**config.mk**
```make
export PLATFORM = sky130hd
export DESIGN_NAME = rxfe_top
export DESIGN_NICKNAME = d
export VERILOG_FILES = /design/src/rtl/rxfe_pkg.sv /design/src/rtl/rxfe_clk_mux.sv /design/src/rtl/rxfe_edge_det.sv /design/src/rtl/rxfe_fsync.sv /design/src/rtl/rxfe_shifter.sv /design/src/rtl/rxfe_top.sv
export SDC_FILE = /design/constraint.sdc
export NUM_CORES = 1
export LEC_CHECK = 0
export BUFFER_PORTS_ARGS = -buffer_cell sky130_fd_sc_hd__buf_4
export CORE_MARGIN = 10
export CORE_UTILIZATION = 55
export DETAILED_ROUTE_END_ITERATION = 6
export HOLD_SLACK_MARGIN = 0.02
export PLACE_DENSITY = 0.79
export SLEW_MARGIN = 20
export SYNTH_ARGS = -nofsm -noshare
export SYNTH_HDL_FRONTEND = slang
export SYNTH_SLANG_ARGS = --single-unit
```
**constraint.sdc**
```tcl
create_clock -name clk -period 2.75 [get_ports clk]
set_input_delay 0.55 -clock clk [delete_from_list [all_inputs] [get_ports clk]]
set_output_delay 0.55 -clock clk [all_outputs]
set_load 0.05 [all_outputs]
```
**src/rtl/rxfe_pkg.sv**
```systemverilog
package rxfe_pkg;

    typedef enum logic [1:0] {
        SRC_PIN = 2'd0,
        SRC_SRG = 2'd1,
        SRC_TX  = 2'd2
    } rclk_src_e;

    typedef struct packed {
        logic level;
        logic pin_oe;
        logic pin_out;
    } clk_route_t;

    typedef struct packed {
        logic rise;
        logic fall;
    } edge_t;

    function automatic rclk_src_e pick_src(input logic loopback, input logic mode);
        if (loopback)
            return SRC_TX;
        else if (mode)
            return SRC_SRG;
        else
            return SRC_PIN;
    endfunction

endpackage

```
**src/rtl/rxfe_clk_mux.sv**
```systemverilog
module rxfe_clk_mux
    import rxfe_pkg::*;
(
    input  logic       cfg_loopback,
    input  logic       cfg_clk_mode,
    input  logic       cfg_clk_pol,
    input  logic       pin_clk_in,
    input  logic       srg_clk,
    input  logic       tx_clk,
    output clk_route_t route
);
    rclk_src_e src;

    always_comb begin
        src           = pick_src(cfg_loopback, cfg_clk_mode);
        route.pin_oe  = cfg_clk_mode;
        route.pin_out = 1'b0;
        unique case (src)
            SRC_SRG: route.level = srg_clk;
            SRC_TX:  route.level = tx_clk;
            default: route.level = pin_clk_in ^ cfg_clk_pol;
        endcase
        if (cfg_clk_mode)
            route.pin_out = route.level ^ cfg_clk_pol;
    end
endmodule

```
**src/rtl/rxfe_edge_det.sv**
```systemverilog
module rxfe_edge_det
    import rxfe_pkg::*;
#(
    parameter int SIDE_W = 2
)(
    input  logic              clk,
    input  logic              rst,
    input  logic              lvl,
    input  logic [SIDE_W-1:0] side_in,
    output edge_t             edges,
    output logic [SIDE_W-1:0] side_q
);
    logic lvl_q1, lvl_q2;

    always_ff @(posedge clk) begin
        if (rst) begin
            lvl_q1 <= 1'b0;
            lvl_q2 <= 1'b0;
            side_q <= '0;
        end else begin
            lvl_q1 <= lvl;
            lvl_q2 <= lvl_q1;
            side_q <= side_in;
        end
    end

    always_comb begin
        edges.rise = lvl_q1 & ~lvl_q2;
        edges.fall = lvl_q2 & ~lvl_q1;
    end
endmodule

```
**src/rtl/rxfe_fsync.sv**
```systemverilog
module rxfe_fsync
    import rxfe_pkg::*;
(
    input  logic  clk,
    input  logic  rst,
    input  edge_t edges,
    input  logic  cfg_fs_out,
    input  logic  cfg_fs_pol,
    input  logic  fs_pin_q,
    input  logic  fs_gen,
    output logic  fs_int,
    output logic  fs_pin_oe,
    output logic  fs_pin_out
);
    logic gen_q;

    always_ff @(posedge clk) begin
        if (rst)
            gen_q <= 1'b0;
        else if (edges.rise)
            gen_q <= fs_gen;
    end

    always_comb begin
        fs_pin_oe  = cfg_fs_out;
        fs_pin_out = cfg_fs_out & (gen_q ^ cfg_fs_pol);
        fs_int     = cfg_fs_out ? gen_q : (fs_pin_q ^ cfg_fs_pol);
    end
endmodule

```
**src/rtl/rxfe_shifter.sv**
```systemverilog
module rxfe_shifter #(
    parameter int WORD_MAX = 32,
    localparam int LEN_W = $clog2(WORD_MAX)
)(
    input  logic                clk,
    input  logic                rst,
    input  logic                fall,
    input  logic                fs_int,
    input  logic                bit_in,
    input  logic [LEN_W-1:0]    cfg_word_len,
    output logic [WORD_MAX-1:0] word_out,
    output logic                word_valid
);
    logic [WORD_MAX-1:0] shreg, sh_next;
    logic [LEN_W-1:0]    idx, idx_next;
    logic                busy, take, done;

    always_comb begin
        take     = fall & (fs_int | busy);
        idx_next = fs_int ? '0 : idx + 1'b1;
        sh_next  = fs_int ? {{(WORD_MAX-1){1'b0}}, bit_in}
                          : {shreg[WORD_MAX-2:0], bit_in};
        done     = take & (idx_next == cfg_word_len);
    end

    always_ff @(posedge clk) begin
        if (rst) begin
            shreg      <= '0;
            idx        <= '0;
            busy       <= 1'b0;
            word_out   <= '0;
            word_valid <= 1'b0;
        end else begin
            word_valid <= done;
            if (take) begin
                shreg <= sh_next;
                idx   <= idx_next;
                busy  <= ~done;
            end
            if (done)
                word_out <= sh_next;
        end
    end
endmodule

```
**src/rtl/rxfe_top.sv**
```systemverilog
module rxfe_top
    import rxfe_pkg::*;
#(
    parameter int WORD_MAX = 32,
    localparam int LEN_W = $clog2(WORD_MAX)
)(
    input  logic                clk,
    input  logic                rst,
    input  logic                cfg_loopback,
    input  logic                cfg_clk_mode,
    input  logic                cfg_clk_pol,
    input  logic                cfg_fs_out,
    input  logic                cfg_fs_pol,
    input  logic [LEN_W-1:0]    cfg_word_len,
    input  logic                pin_clk_in,
    input  logic                srg_clk,
    input  logic                tx_clk,
    input  logic                fs_pin_in,
    input  logic                fs_gen,
    input  logic                data_in,
    output logic                rx_clk_lvl,
    output logic                clk_pin_oe,
    output logic                clk_pin_out,
    output logic                fs_pin_oe,
    output logic                fs_pin_out,
    output logic [WORD_MAX-1:0] word_out,
    output logic                word_valid
);
    localparam int SIDE_W = 2;

    clk_route_t        route;
    edge_t             edg;
    logic [SIDE_W-1:0] side_q;
    logic              fs_int;

    rxfe_clk_mux i_mux (
        .cfg_loopback (cfg_loopback),
        .cfg_clk_mode (cfg_clk_mode),
        .cfg_clk_pol  (cfg_clk_pol),
        .pin_clk_in   (pin_clk_in),
        .srg_clk      (srg_clk),
        .tx_clk       (tx_clk),
        .route        (route)
    );

    assign rx_clk_lvl  = route.level;
    assign clk_pin_oe  = route.pin_oe;
    assign clk_pin_out = route.pin_out;

    rxfe_edge_det #(.SIDE_W(SIDE_W)) i_edge (
        .clk     (clk),
        .rst     (rst),
        .lvl     (route.level),
        .side_in ({fs_pin_in, data_in}),
        .edges   (edg),
        .side_q  (side_q)
    );

    rxfe_fsync i_fs (
        .clk        (clk),
        .rst        (rst),
        .edges      (edg),
        .cfg_fs_out (cfg_fs_out),
        .cfg_fs_pol (cfg_fs_pol),
        .fs_pin_q   (side_q[1]),
        .fs_gen     (fs_gen),
        .fs_int     (fs_int),
        .fs_pin_oe  (fs_pin_oe),
        .fs_pin_out (fs_pin_out)
    );

    rxfe_shifter #(.WORD_MAX(WORD_MAX)) i_shift (
        .clk          (clk),
        .rst          (rst),
        .fall         (edg.fall),
        .fs_int       (fs_int),
        .bit_in       (side_q[0]),
        .cfg_word_len (cfg_word_len),
        .word_out     (word_out),
        .word_valid   (word_valid)
    );
endmodule

```
### Word level (Yosys, flattened, before mapping)

Index checks and enable logic that the tools add are counted.

| cells by class | value |
|---|---|
| add/sub/neg operators | 1 |
| eq/ne operators | 3 |
| multiplexer cells | 7 |
| bitwise gates (word level) | 13 |

Operators with widths:

| operator | count |
|---|---|
| two-way mux 32 bit | 1 |
| adder 5 x 1 -> 5 bit (second input constant) | 1 |
| bitwise AND 1 bit | 5 |
| equality test 5 bit | 1 |
| two-way mux 5 bit | 1 |
| XOR 1 bit | 4 |
| two-way mux 1 bit | 3 |
| inverter 1 bit | 3 |
| equality test 2 x 1 -> 1 bit (second input constant) | 1 |
| equality test 2 bit (second input constant) | 1 |
| two-way mux 2 bit | 1 |
| case mux 1 bit (2 select lines) | 1 |
| OR 1 bit | 1 |

| word-level totals | value |
|---|---|
| output and inout port bits | 38 |
| logic and storage cells | 33 |
| register bits | 75 |
| input bits | 18 |

### Depth between registers and ports, before layout

Gate-level depths: netlist (run 1).

| logic depth | value |
|---|---|
| word-level depth | 6 |
| gate-level depth with buffers | 8 |

### By module

A second synthesis (run 1) with hierarchy kept.

| second synthesis, totals | value |
|---|---|
| cells, all modules | 405 |
| area total of the unflattened synthesis | 3,435.8 µm² |

By module, submodules not included:

| module | instances | sequential area each (µm²) | cells each | area an instance (µm²) |
|---|---|---|---|---|
| rxfe_shifter | 1 | 1,401.3 | 376 | 3,171.8 |
| rxfe_edge_det | 1 | 80.1 | 10 | 117.6 |
| rxfe_fsync | 1 | 20.0 | 9 | 73.8 |
| rxfe_clk_mux | 1 | 0.0 | 10 | 72.6 |

### Worst setup path before layout (run 1)

OpenSTA, ideal clock, no wires.

| timing | value |
|---|---|
| path type | in2reg |
| start point | in cfg_fs_pol |
| end point | reg i_shift.word_out[10] |
| setup time | 72 ps |
| arrival | 2,061 ps |
| cell stages on the path | 8 |
| buffers on the path | 2 |
| path slack | 617 ps |
| required time | 2,678 ps |
| cell sequence | xnor2_1 > o21ai_2 > buf_6 > o21ai_1 > nand4_1 > a211oi_4 > buf_8 > mux2i_1 |

| on the way | value |
|---|---|
| longest elaborated chain between the ends | 5 |

Ends and longest elaborated chain:

| what | RTL line | source |
|---|---|---|
| from (decl) | rxfe_top.sv:13 | `input logic cfg_fs_pol,` |
| XOR 1 bit * | rxfe_fsync.sv:27 | `fs_int = cfg_fs_out ? gen_q : (fs_pin_q ^ cfg_fs_pol);` |
| two-way mux 1 bit * | rxfe_fsync.sv:27 |  |
| two-way mux 5 bit or OR 1 bit (tied branches) | rxfe_shifter.sv:20, rxfe_shifter.sv:19 |  |
| equality test 5 bit or bitwise AND 1 bit (tied branches) | rxfe_shifter.sv:23, rxfe_shifter.sv:19 |  |
| bitwise AND 1 bit | rxfe_shifter.sv:23 | `done = take & (idx_next == cfg_word_len);` |
| to (signal assigned) | rxfe_shifter.sv:41 | `word_out <= sh_next;` |
| to (decl) | rxfe_shifter.sv:11 | `output logic [WORD_MAX-1:0] word_out,` |

Mark *: on every way between the ends. The rest lies on a longest branch, timed or not.
A chain may end at the register's enable or synchronous reset.

### Worst setup path after layout (run 1)

| timing | value |
|---|---|
| start point | in cfg_clk_pol |
| end point | out clk_pin_out |

| on the way | value |
|---|---|
| longest elaborated chain between the ends | 4 |

Ends and longest elaborated chain:

| what | RTL line | source |
|---|---|---|
| from (decl) | rxfe_top.sv:11 | `input logic cfg_clk_pol,` |
| XOR 1 bit | rxfe_clk_mux.sv:21 | `default: route.level = pin_clk_in ^ cfg_clk_pol;` |
| case mux 1 bit (2 select lines) | rxfe_clk_mux.sv:18 | `unique case (src)` |
| XOR 1 bit * | rxfe_clk_mux.sv:24 | `route.pin_out = route.level ^ cfg_clk_pol;` |
| two-way mux 1 bit * | rxfe_clk_mux.sv:23 | `if (cfg_clk_mode)` |
| to (decl) | rxfe_top.sv:23 | `output logic clk_pin_out,` |

Marked as above.

==> results of run 1 <==
## report_power, final
part	leakage, nW	switching, W	internal [W]
Combinational	0.645	0.0000981	0.0000543
Sequential	0.605	0.00000345	0.00109
Clock	0.0877	0.000388	0.000415
Total	1.34	0.000490	0.00156
## placed cells by master, fill, tap and decap left out, types with 2 or more instances in the layout
cell / Yosys / routed
nor2_1: 11 / 10
dfxtp_1: 75 / 75
clkbuf_8: 0 / 9
o21ai_2: 2 / 2
o21ai_0: 3 / 3
buf_4: 2 / 62
clkinvlp_4: 0 / 3
o21a_1: 2 / 2
nand2b_1: 34 / 34
mux2i_1: 34 / 34
xnor2_1: 4 / 4
nor3_1: 3 / 3
nand2_1: 72 / 72
a21oi_1: 38 / 38
and2_1: 2 / 2
o21ai_1: 2 / 2
nor2b_1: 6 / 6
xor2_1: 4 / 4
nand3_1: 32 / 32
## final cells by class
class                   count  area (sq um)  area share [%]
clock buffers               9           124            3.27
clock inverters             6          66.3            1.75
inverters                   1          3.75          0.0992
multi-input cells         260          1510            40.0
flip-flops and latches     75          1500            39.7
well taps                  72          90.1            2.38
repair buffers             63           485            12.8
## logic make-up (layout without fill, tap and decap cells)
kind of cell               Yosys count  count (layout)  share of synthesized area (%)
AOI/OAI and AO/OA                   52              52                           9.47
xor gates and xnor gates             8               8                           2.21
adders and majority gates            1               1                          0.395
buffers and inverters               29              79                           5.01
DFF                                 75              75                           47.4
muxes                               34              34                           10.7
and+or+nand+nor                    165             165                           24.8
## per-layer routing
| layer | up-vias | routed length [microns] | track usage (%) |
|---|---|---|---|
| met5 | - | 0 | 0 |
| met4 | 0 | 133 | 7.99 |
| met3 | 11 | 373 | 3.66 |
| met2 | 63 | 3090 | 25.4 |
| met1 | 1167 | 2850 | 16.5 |
| li1 | 1302 | - | - |
## metrics by stage
stage | cells | util (%) | total power (W) | setup slack, ns | cell area (sq um)
3_5_place_dp | 471 | 64.9 | 0.00127 | 0.230 | 3590
2_1_floorplan | 364 | - | 0.00122 | 0.617 | 3170
4_1_cts | 486 | 68.3 | 0.00207 | 0.562 | 3780
6_report | 486 | 68.3 | 0.00205 | 0.580 | 3780
3_3_place_gp | 471 | 64.9 | 0.00127 | 0.345 | 3590
5_1_grt | 486 | 68.3 | 0.00212 | 0.374 | 3780
## critical path, stage by stage
cell	delay [ns]
buf_4	0.12
xnor2_1	0.13
o21ai_0	0.08
mux2i_1	0.26
xnor2_1	0.15
and2_1	0.14
buf_4	0.19
## state kept, by name, indices dropped and copies added, names as in the netlist
register,flops
i_edge.lvl_q1,1
i_shift.word_out,32
i_shift.word_valid,1
i_shift.busy,1
i_edge.lvl_q2,1
i_fs.gen_q,1
i_shift.shreg,31
i_shift.idx,5
i_edge.side_q,2
## worst min path at each step
stage / start / slack [ns] / to / cells past startpoint
6_report: data_in / 0.42 / i_edge.side_q[0]$_SDFF_PP0_ / 2
5_1_grt: fs_pin_in / 0.43 / i_edge.side_q[1]$_SDFF_PP0_ / 2
4_1_cts: data_in / 0.41 / i_edge.side_q[0]$_SDFF_PP0_ / 2
3_5_place_dp: i_shift.shreg[30]$_SDFFE_PP0P_ / 0.45 / i_shift.shreg[30]$_SDFFE_PP0P_ / 2
3_3_place_gp: i_shift.shreg[30]$_SDFFE_PP0P_ / 0.44 / i_shift.shreg[30]$_SDFFE_PP0P_ / 2
2_1_floorplan: i_shift.shreg[30]$_SDFFE_PP0P_ / 0.43 / i_shift.shreg[30]$_SDFFE_PP0P_ / 2
==> run metrics, run 1 <==
relative slew slack 46.4%; CP Capture Type primary output; power density over the cells 542 nW/um^2; 1st-iter DRT viols around 160; Worst-Margin Slew 0.804 ns; die area 9200 sq um; Die Wd 95.9 microns; Layout area overhead 19.3%; Max Transition Viols Final 0; cts repair resizes 0; Most used DFF post-synth dfxtp_1; Seq cells post-synth 75; first-pass iteration count of the detailed router 4; run status completed; initial antenna violation count 0; post-CTS setup repair buffer count 0; Starting Density 57.2%; Cells after Synth 364; clock skew 0.00742 ns; static leakage 1.34 nW; Clock Pin Slew Worst Setup and Hold Paths 0.07 ns; I/O pin cnt 56; H-tree depth 3; Final Net Count 429; Final Wtd Congestion 0.799; reg2reg path depth 8; HP Class input pin to flip-flop; CTS tree built; first-pass GRT wire length 11000 microns; hold slack 0.420 ns; most frequent cells after synthesis dfxtp_1, nand2_1, a21oi_1, mux2i_1, nand2b_1; syn_nets ~380; cell taking the most area after synthesis dfxtp_1; largest net degree at the start of global routing 77; row count 27; Setup TNS Final 0 ns; clk sink count 75; vias ~2500; Synth top area share 47.4%; buffers added on ports between 50 and 60; FILL cells 468; CTS Buf Count 9; Vias/cell 5.23; RSZ-0062 raised after global routing no; most common cell in the netlist dfxtp_1; gr ovfl total 0; syn avg cell area between 8 and 9 sq um; ant diodes 0; leading post-synthesis cells by cell area dfxtp_1, mux2i_1, nand2_1, nand2b_1, a21oi_1; Synthesis Warnings 0; Cell variety after synth 34; Max Clock Freq 461 MHz; final critical-path required period 2.17 ns; CP Capture Point clk_pin_out; Crit Path Max Fanout 3; GR Util All Layers 14.8%; Post-DP HPWL 4380 microns; Reg2Reg Capture Point i_shift.word_out[21]$_SDFFE_PP0P_; share of post-route cells with drive strength above 1 20.0%; Crit Path Class input pin to primary output; Worst Setup Start Kind input pin; CP required 2.20 ns; max cap viols 0; DRC viols 0; DRT antenna net count 0; Reg-to-Reg Start i_shift.idx[0]$_SDFFE_PP0P_; Hold Vio Cnt, Final 0; setup violators final 0; Async SR Flop Fraction 0%; Worst-Skew Late Latency 0.34 ns; period utilisation layout around four fifths; post-synthesis sequential area ratio 47.4%; EDFF count, synth 0; Routed WL 6450 microns; Syn Std Cell Area 3170 sq um; VDD IR max 0.000336 V; CTS Buffer Depth 2; internal reg-to-reg setup slack about 0.59 ns; vias in the first global route 2514; worst path arrival time 1.62 ns; Die H 95.9 microns; routed len/inst roughly 13 microns; Core Region 5540 sq um; hold_buf cts 0; clk root buf clkbuf_8; critical path startpoint cfg_clk_pol
Power figures use the tool's default switching activity.
==> run 2: changes to the inputs <==
Settings changed: CORE_UTILIZATION 55 to 50, PLACE_DENSITY 0.79 to 0.75.
Clock period 2.75 ns to 1.7 ns, I/O delays scaled along.
==> run 2 against run 1 <==
The run now ends with negative setup slack left. Global-route usage is 0.52 points lower. Largest power group unchanged. Final cell count grew 5.1%. Count of clock-buffer cells in the layout grew 3.
==> run metrics, run 2 (synthesized netlist as in run 1, its figures left out) <==
run status finished, violations left (was completed); failing checks negative setup slack; Worst-Margin Slew 0.333 ns (was 0.804 ns); I/O pin cnt 56 (unchanged); DRC viols 0 (unchanged); setup violators final 47 (was 0); ant diodes 0 (unchanged); Final Net Count 450 (was 429); CTS Buffer Depth 2 (unchanged); clk sink count 75 (unchanged); row count 28 (was 27); Setup TNS Final -6.76 ns (was 0 ns); Max Clock Freq 519 MHz; Biggest register i_shift.word_out (unchanged); Hold Vio Cnt, Final 0 (unchanged); dpl ws -0.367 ns (was 0.230 ns); HP Class input pin to flip-flop (unchanged); CP max-delay cell dfxtp_2 (was mux2i_1); Max Transition Viols Final 0 (unchanged); VDD IR max 0.000522 V (was 0.000336 V); period utilisation layout 113%; clock skew 0.00863 ns (was 0.00742 ns); Starting Density 52.6% (was 57.2%); Worst Setup Start Kind flip-flop (was input pin); Worst-Skew Late Latency 0.35 ns (was 0.34 ns); FILL cells 495 (was 468); Clock Pin Slew Worst Setup and Hold Paths 0.07 ns (about the same); CTS Buf Count 9 (unchanged); Die Wd 99.6 microns (was 95.9 microns); clk root buf clkbuf_8 (unchanged); GR Util All Layers 14.3% (was 14.8%); Die H 99.6 microns (was 95.9 microns); final core utilization 67.6% (was 68.3%); H-tree depth 3 (unchanged); Routed WL 7180 microns (was 6450 microns); share of post-route cells with drive strength above 1 25.9% (was 20.0%); first-pass iteration count of the detailed router 4 (unchanged); crit-path cells ha_4, xor2_2, nor2_1, nor2_1, o32a_1, a211oi_4, buf_6, buf_8, mux2i_1 (was buf_4, xnor2_1, o21ai_0, mux2i_1, xnor2_1, and2_1, buf_4); RSZ-0062 raised after global routing yes (was no); CP Capture Type flip-flop (was primary output); vias in the first global route 2544 (was 2514); static leakage 1.49 nW (was 1.34 nW); DRT antenna net count 0 (unchanged); 1st-iter DRT viols 149 (was 158); CP required 1.96 ns (was 2.20 ns); power density over the cells 875 nW/um^2 (was 542 nW/um^2); Post-DP HPWL 4870 microns (was 4380 microns); initial antenna violation count 0 (unchanged); Vias/cell 5.16 (was 5.23); routed len/inst 14.0 microns (was 13.3 microns); max cap viols 0 (unchanged); Finished Cell Area 4080 sq um (was 3780 sq um); Crit Path Class flip-flop to flip-flop (was input pin to primary output); most frequent cells in the layout buf_4, nand2_1, dfxtp_1 (was dfxtp_1, nand2_1, buf_4); buffers added on ports 55 (unchanged); Post-DP Area 3750 sq um (was 3590 sq um); Final Wtd Congestion 0.795 (was 0.799); Core Region 6030 sq um (was 5540 sq um); first-pass GRT wire length 11800 microns (was 11000 microns); Layout area overhead 28.5% (was 19.3%); die area 9930 sq um (was 9200 sq um); gr ovfl total 0 (unchanged); Max stage delay on crit path 0.34 ns (was 0.26 ns); vias 2637 (was 2543); max FFs per register 32 (unchanged); commonest non-fill, non-tap cell in the layout buf_4 (was dfxtp_1); final critical-path required period between 1.5 and 2 ns; setup ws final -0.228 ns (was 0.580 ns); Crit Path Max Fanout 6 (was 3); CTS tree built (unchanged); hold slack 0.203 ns (was 0.420 ns); most frequent CP cell nor2_1; worst path arrival time 2.19 ns (was 1.62 ns); relative slew slack 77.8% (was 46.4%); largest registers i_shift.word_out: 32 flops, i_shift.shreg: 31 flops, i_shift.idx: 5 flops (unchanged); largest net degree at the start of global routing 39 (was 77)
[run 2: changes by cell type in the layout (fill, tap and decap cells not counted), sizes merged]
cell and change:
buf +21, bufinv +1, clkbuf +3, clkinv +1
clkinvlp -3, inv -1
[run 2: metrics by stage]
step,instances,power [W]
2_1_floorplan,364,0.00198
3_3_place_gp,491,0.00208
3_5_place_dp,491,0.00209
4_1_cts,510,0.00359
5_1_grt,511,0.00368
6_report,511,0.00357
[run 2: layer usage]
metal	global-route usage [%]	wire length (microns)
met2	24.7	3710
met3	3.88	341
met4	6.39	94
met5	0	0
met1	16.0	3030
[run 2: path summary, 6_finish.rpt]
path | from | slack, ns | depth (start not counted) | endpoint
setup / recovery | i_shift.idx[1]$_SDFFE_PP0P_ | -0.23 | 9 | i_shift.word_out[18]$_SDFFE_PP0P_
hold / removal | data_in | 0.20 | 2 | i_edge.side_q[0]$_SDFF_PP0_
setup reg to reg | i_shift.idx[1]$_SDFFE_PP0P_ | -0.23 | 9 | i_shift.word_out[18]$_SDFFE_PP0P_
hold reg to reg | i_shift.shreg[30]$_SDFFE_PP0P_ | 0.45 | 2 | i_shift.shreg[30]$_SDFFE_PP0P_
[run 2: what timing repair did]
action	in CTS	in global routing
gates resized for setup	13	8
pin swaps	2	6
buffers inserted	1	1
setup endpoints to repair	55	69
hold buffers	0	0
cloned	2	0
[run 2: cell type report]
| class | instances | area, sq um | share of cell area (%) |
|---|---|---|---|
| clock buffer | 12 | 145 | 3.56 |
| tap | 75 | 93.8 | 2.30 |
| multi-input combinational | 260 | 1570 | 38.6 |
| timing repair buffer | 84 | 681 | 16.7 |
| sequential | 75 | 1510 | 36.9 |
| clock inverter | 4 | 73.8 | 1.81 |
| inverter | 1 | 3.75 | 0.0921 |
[run 2: critical path: cells and delay by family (launching register included)]
kind / cells / cell delay, ns
AO/OA/AOI/OAI: 2 / 0.49
flip-flops: 1 / 0.34
buffers and inverters: 2 / 0.32
multiplexers: 1 / 0.21
adder cells (fa/ha/maj): 1 / 0.18
XOR/XNOR: 1 / 0.17
AND/OR/NAND/NOR: 2 / 0.15
[run 2: report_power, final]
part           internal (W)  switching (W)
combinational      0.000119       0.000169
clock              0.000869       0.000642
sequential          0.00176     0.00000505
==> run 3: changes to the inputs <==
Settings changed: CORE_UTILIZATION 50 to 51, PLACE_DENSITY 0.75 to 0.76, SYNTH_HIERARCHICAL set to 1.
==> run 3 against run 2 <==
Critical endpoint is now i_shift/word_out[2]$_SDFFE_PP0P_. First-iteration DRC count rose by 36%. Largest power group unchanged. Worst hold slack got worse by 0.0054 ns. Fmax fell by 3.6%. Clock skew fell by 0.0022 ns. Synthesized cell count rose by 11%. Sequential power barely moved. The run still ends with negative setup slack left. Count of clock-buffer cells in the layout did not move.
==> run metrics, run 3 <==
met1 wire length 4110 microns (was 3030 microns); Crit Path Max Fanout 17 (was 6); RSZ-0062 raised after global routing yes (unchanged); Max Transition Viols Final 0 (unchanged); Hold Vio Cnt, Final 0 (unchanged); Seq cells post-synth 75 (unchanged); post-synthesis sequential area ratio 43.7% (was 47.4%); HP Class input pin to flip-flop (unchanged); max FFs per register 32 (unchanged); Register Area 1500 sq um (was 1510 sq um); CTS Buf Count 9 (unchanged); DRT antenna net count 0 (unchanged); Worst-Margin Slew 0.638 ns (was 0.333 ns); static leakage 1.69 nW (was 1.49 nW); CP Capture Type flip-flop (unchanged); ant diodes 0 (unchanged); Max Clock Freq 500 MHz (was 519 MHz); max layer used met4 (unchanged); gr ovfl total 0 (unchanged); Core Region 6460 sq um (was 6030 sq um); cell taking the most area after synthesis dfxtp_1 (unchanged); routed length on met3 561 microns (was 341 microns); Biggest register i_shift/word_out (was i_shift.word_out); Crit Path Class flip-flop to flip-flop (unchanged); I/O pin cnt 56 (unchanged); clk root buf clkbuf_8 (unchanged); initial antenna violation count 0 (unchanged); Post-DP Area 3990 sq um (was 3750 sq um); Die H 102 microns (was 99.6 microns); Syn Std Cell Area 3440 sq um (was 3170 sq um); Multi-input gate area 1960 sq um (was 1570 sq um); GR Util All Layers 17.3% (was 14.3%); Layout area overhead 34.7% (was 28.5%); Reg-to-Reg Start i_edge/side_q[1]$_SDFF_PP0_ (was i_shift.idx[1]$_SDFFE_PP0P_); clk sink count 75 (unchanged); first-pass GRT wire length 14700 microns (was 11800 microns); Final Wtd Congestion 0.824 (was 0.795); final critical-path required period 2.00 ns (was 1.93 ns); share of post-route cells with drive strength above 1 32.1% (was 25.9%); FILL cells 469 (was 495); most frequent cells after synthesis dfxtp_1, a21oi_1, nand2_1, nor2b_1 (was dfxtp_1, nand2_1, a21oi_1, mux2i_1, nand2b_1); min-delay src fs_pin_in (was data_in); Starting Density 53.2% (was 52.6%); most frequent cells in the layout dfxtp_1, buf_4, nand2_1 (was buf_4, nand2_1, dfxtp_1); CTS Buffer Depth 2 (unchanged); vias in the first global route 3018 (was 2544); Most used DFF post-synth dfxtp_1 (unchanged); Clock Pin Slew Worst Setup and Hold Paths 0.08 ns (was 0.07 ns); hold path cells 2 (unchanged); CP required 1.91 ns (was 1.96 ns); Reg2Reg Capture Point i_shift/word_out[2]$_SDFFE_PP0P_ (was i_shift.word_out[18]$_SDFFE_PP0P_); worst hold endpoint i_edge/side_q[1]$_SDFF_PP0_ (was i_edge.side_q[0]$_SDFF_PP0_); leading post-synthesis cells by cell area dfxtp_1, a21oi_1, nand2_1, nor2b_1, o31ai_1 (was dfxtp_1, mux2i_1, nand2_1, nand2b_1, a21oi_1); Synthesis Warnings 6 (was 0); period utilisation layout 118% (was 113%); VDD IR max 0.000557 V (was 0.000522 V); H-tree depth 3 (unchanged); run status finished, violations left (unchanged); max cap viols 0 (unchanged); hold_buf cts 0 (unchanged); most common cell in the netlist dfxtp_1 (unchanged); 1st-iter DRT viols 202 (was 149); syn avg cell area 8.48 sq um (was 8.71 sq um); CTS tree built (unchanged); relative slew slack 57.5% (was 77.8%); setup violators final 70 (was 47); Async SR Flop Fraction 0% (unchanged); Final Net Count 484 (was 450); reg2reg path depth 9 (unchanged); Cells after Synth 405 (was 364); power density over the cells 801 nW/um^2 (was 875 nW/um^2); Synth top area share 43.7% (was 47.4%); die area 10400 sq um (was 9930 sq um); failing checks negative setup slack (unchanged); Cell variety after synth 40 (was 34); worst path arrival time 2.21 ns (was 2.19 ns); Setup TNS Final -14.75 ns (was -6.76 ns); EDFF count, synth 0 (unchanged); vias 3212 (was 2637); DRC viols 0 (unchanged); syn_nets 424 (was 383); Worst-Skew Late Latency 0.35 ns (about the same); clock skew 0.00648 ns (was 0.00863 ns); Routed WL 9450 microns (was 7180 microns); row count 29 (was 28); Die Wd 102 microns (was 99.6 microns); internal reg-to-reg setup slack -0.30 ns (was -0.23 ns); met2 wire length 4580 microns (was 3710 microns); buffers added on ports 55 (unchanged); Vias/cell 5.87 (was 5.16); first-pass iteration count of the detailed router 5 (was 4); Finished Cell Area 4630 sq um (was 4080 sq um); largest net degree at the start of global routing 57 (was 39); setup ws final -0.300 ns (was -0.228 ns); Post-DP HPWL 5340 microns (was 4870 microns); commonest non-fill, non-tap cell in the layout dfxtp_1 (was buf_4); routed len/inst 17.3 microns (was 14.0 microns); Worst Setup Start Kind flip-flop (unchanged); largest registers i_shift/word_out: 32 flops, i_shift/shreg: 31 flops, i_shift/idx: 5 flops (was i_shift.word_out: 32 flops, i_shift.shreg: 31 flops, i_shift.idx: 5 flops)
run 3: worst max path at each step:
stage / start / to / slack (ns)
after detailed placement: cfg_fs_pol / i_shift/word_out[2]$_SDFFE_PP0P_ / -0.40
after CTS: i_edge/side_q[1]$_SDFF_PP0_ / i_shift/word_out[15]$_SDFFE_PP0P_ / -0.22
final: i_edge/side_q[1]$_SDFF_PP0_ / i_shift/word_out[2]$_SDFFE_PP0P_ / -0.30
after global routing: i_edge/side_q[1]$_SDFF_PP0_ / i_shift/word_out[4]$_SDFFE_PP0P_ / -0.34
after floorplan: cfg_fs_pol / i_shift/word_out[0]$_SDFFE_PP0P_ / -0.08
after global placement: cfg_fs_pol / i_shift/word_out[18]$_SDFFE_PP0P_ / -0.37
run 3: critical path: stages (launching register included):
cell and delay (ns):
dfxtp_2 0.33, xnor2_2 0.13, o21ai_2 0.18, buf_6 0.14, and3b_1 0.19, o21a_4 0.22
buf_4 0.14, o221a_4 0.34, nand4_1 0.11, a21oi_1 0.08
run 3: routing by layer:
| layer | GRT usage (%) | up-vias |
|---|---|---|
| li1 | - | 1554 |
| met1 | 21.0 | 1531 |
| met2 | 28.9 | 107 |
| met3 | 4.25 | 20 |
| met4 | 6.94 | 0 |
| met5 | 0 | - |
run 3: cell type report:
type	count	area share, %
multi-input cells	290	42.4
inverters	1	0.0811
repair buffers	88	18.0
well taps	77	2.08
clock buffers	12	3.35
clock inverters	4	1.57
flip-flops and latches	75	32.5
run 3: repair_timing:
item / CTS / global route
setup buffers: 2 / 3
pin swaps: 1 / 2
hold endpoints to repair: 0 / 0
gates resized for setup: 36 / 23
cloned: 3 / 4
setup endpoints to repair: 63 / 70
run 3: where the power goes:
part | internal, W | switching [W] | total, W
Clock | 0.000905 | 0.000653 | 0.00156
Sequential | 0.00176 | 0.00000629 | 0.00177
Combinational | 0.000143 | 0.000235 | 0.000378
run 3: cell families after synthesis:
family                     count (synthesis)  share of synthesized area (%)
and+or+nand+nor                          162                           24.4
AOI/OAI and AO/OA                        113                           19.6
xor gates and xnor gates                   8                           2.70
DFF                                       75                           43.7
adders and majority gates                  1                          0.364
buffers and inverters                     41                           7.03
muxes                                      5                           2.18
run 3: metrics by stage:
stage / hold slack, ns / setup slack, ns / utilization, % / power (W) / std cells
3_5_place_dp: 0.442 / -0.400 / 61.8 / 0.00213 / 519
5_1_grt: 0.199 / -0.344 / 71.6 / 0.00382 / 547
4_1_cts: 0.187 / -0.215 / 68.5 / 0.00370 / 540
3_3_place_gp: 0.437 / -0.367 / 61.8 / 0.00212 / 519
2_1_floorplan: 0.412 / -0.0805 / - / 0.00201 / 405
6_report: 0.197 / -0.300 / 71.6 / 0.00371 / 547
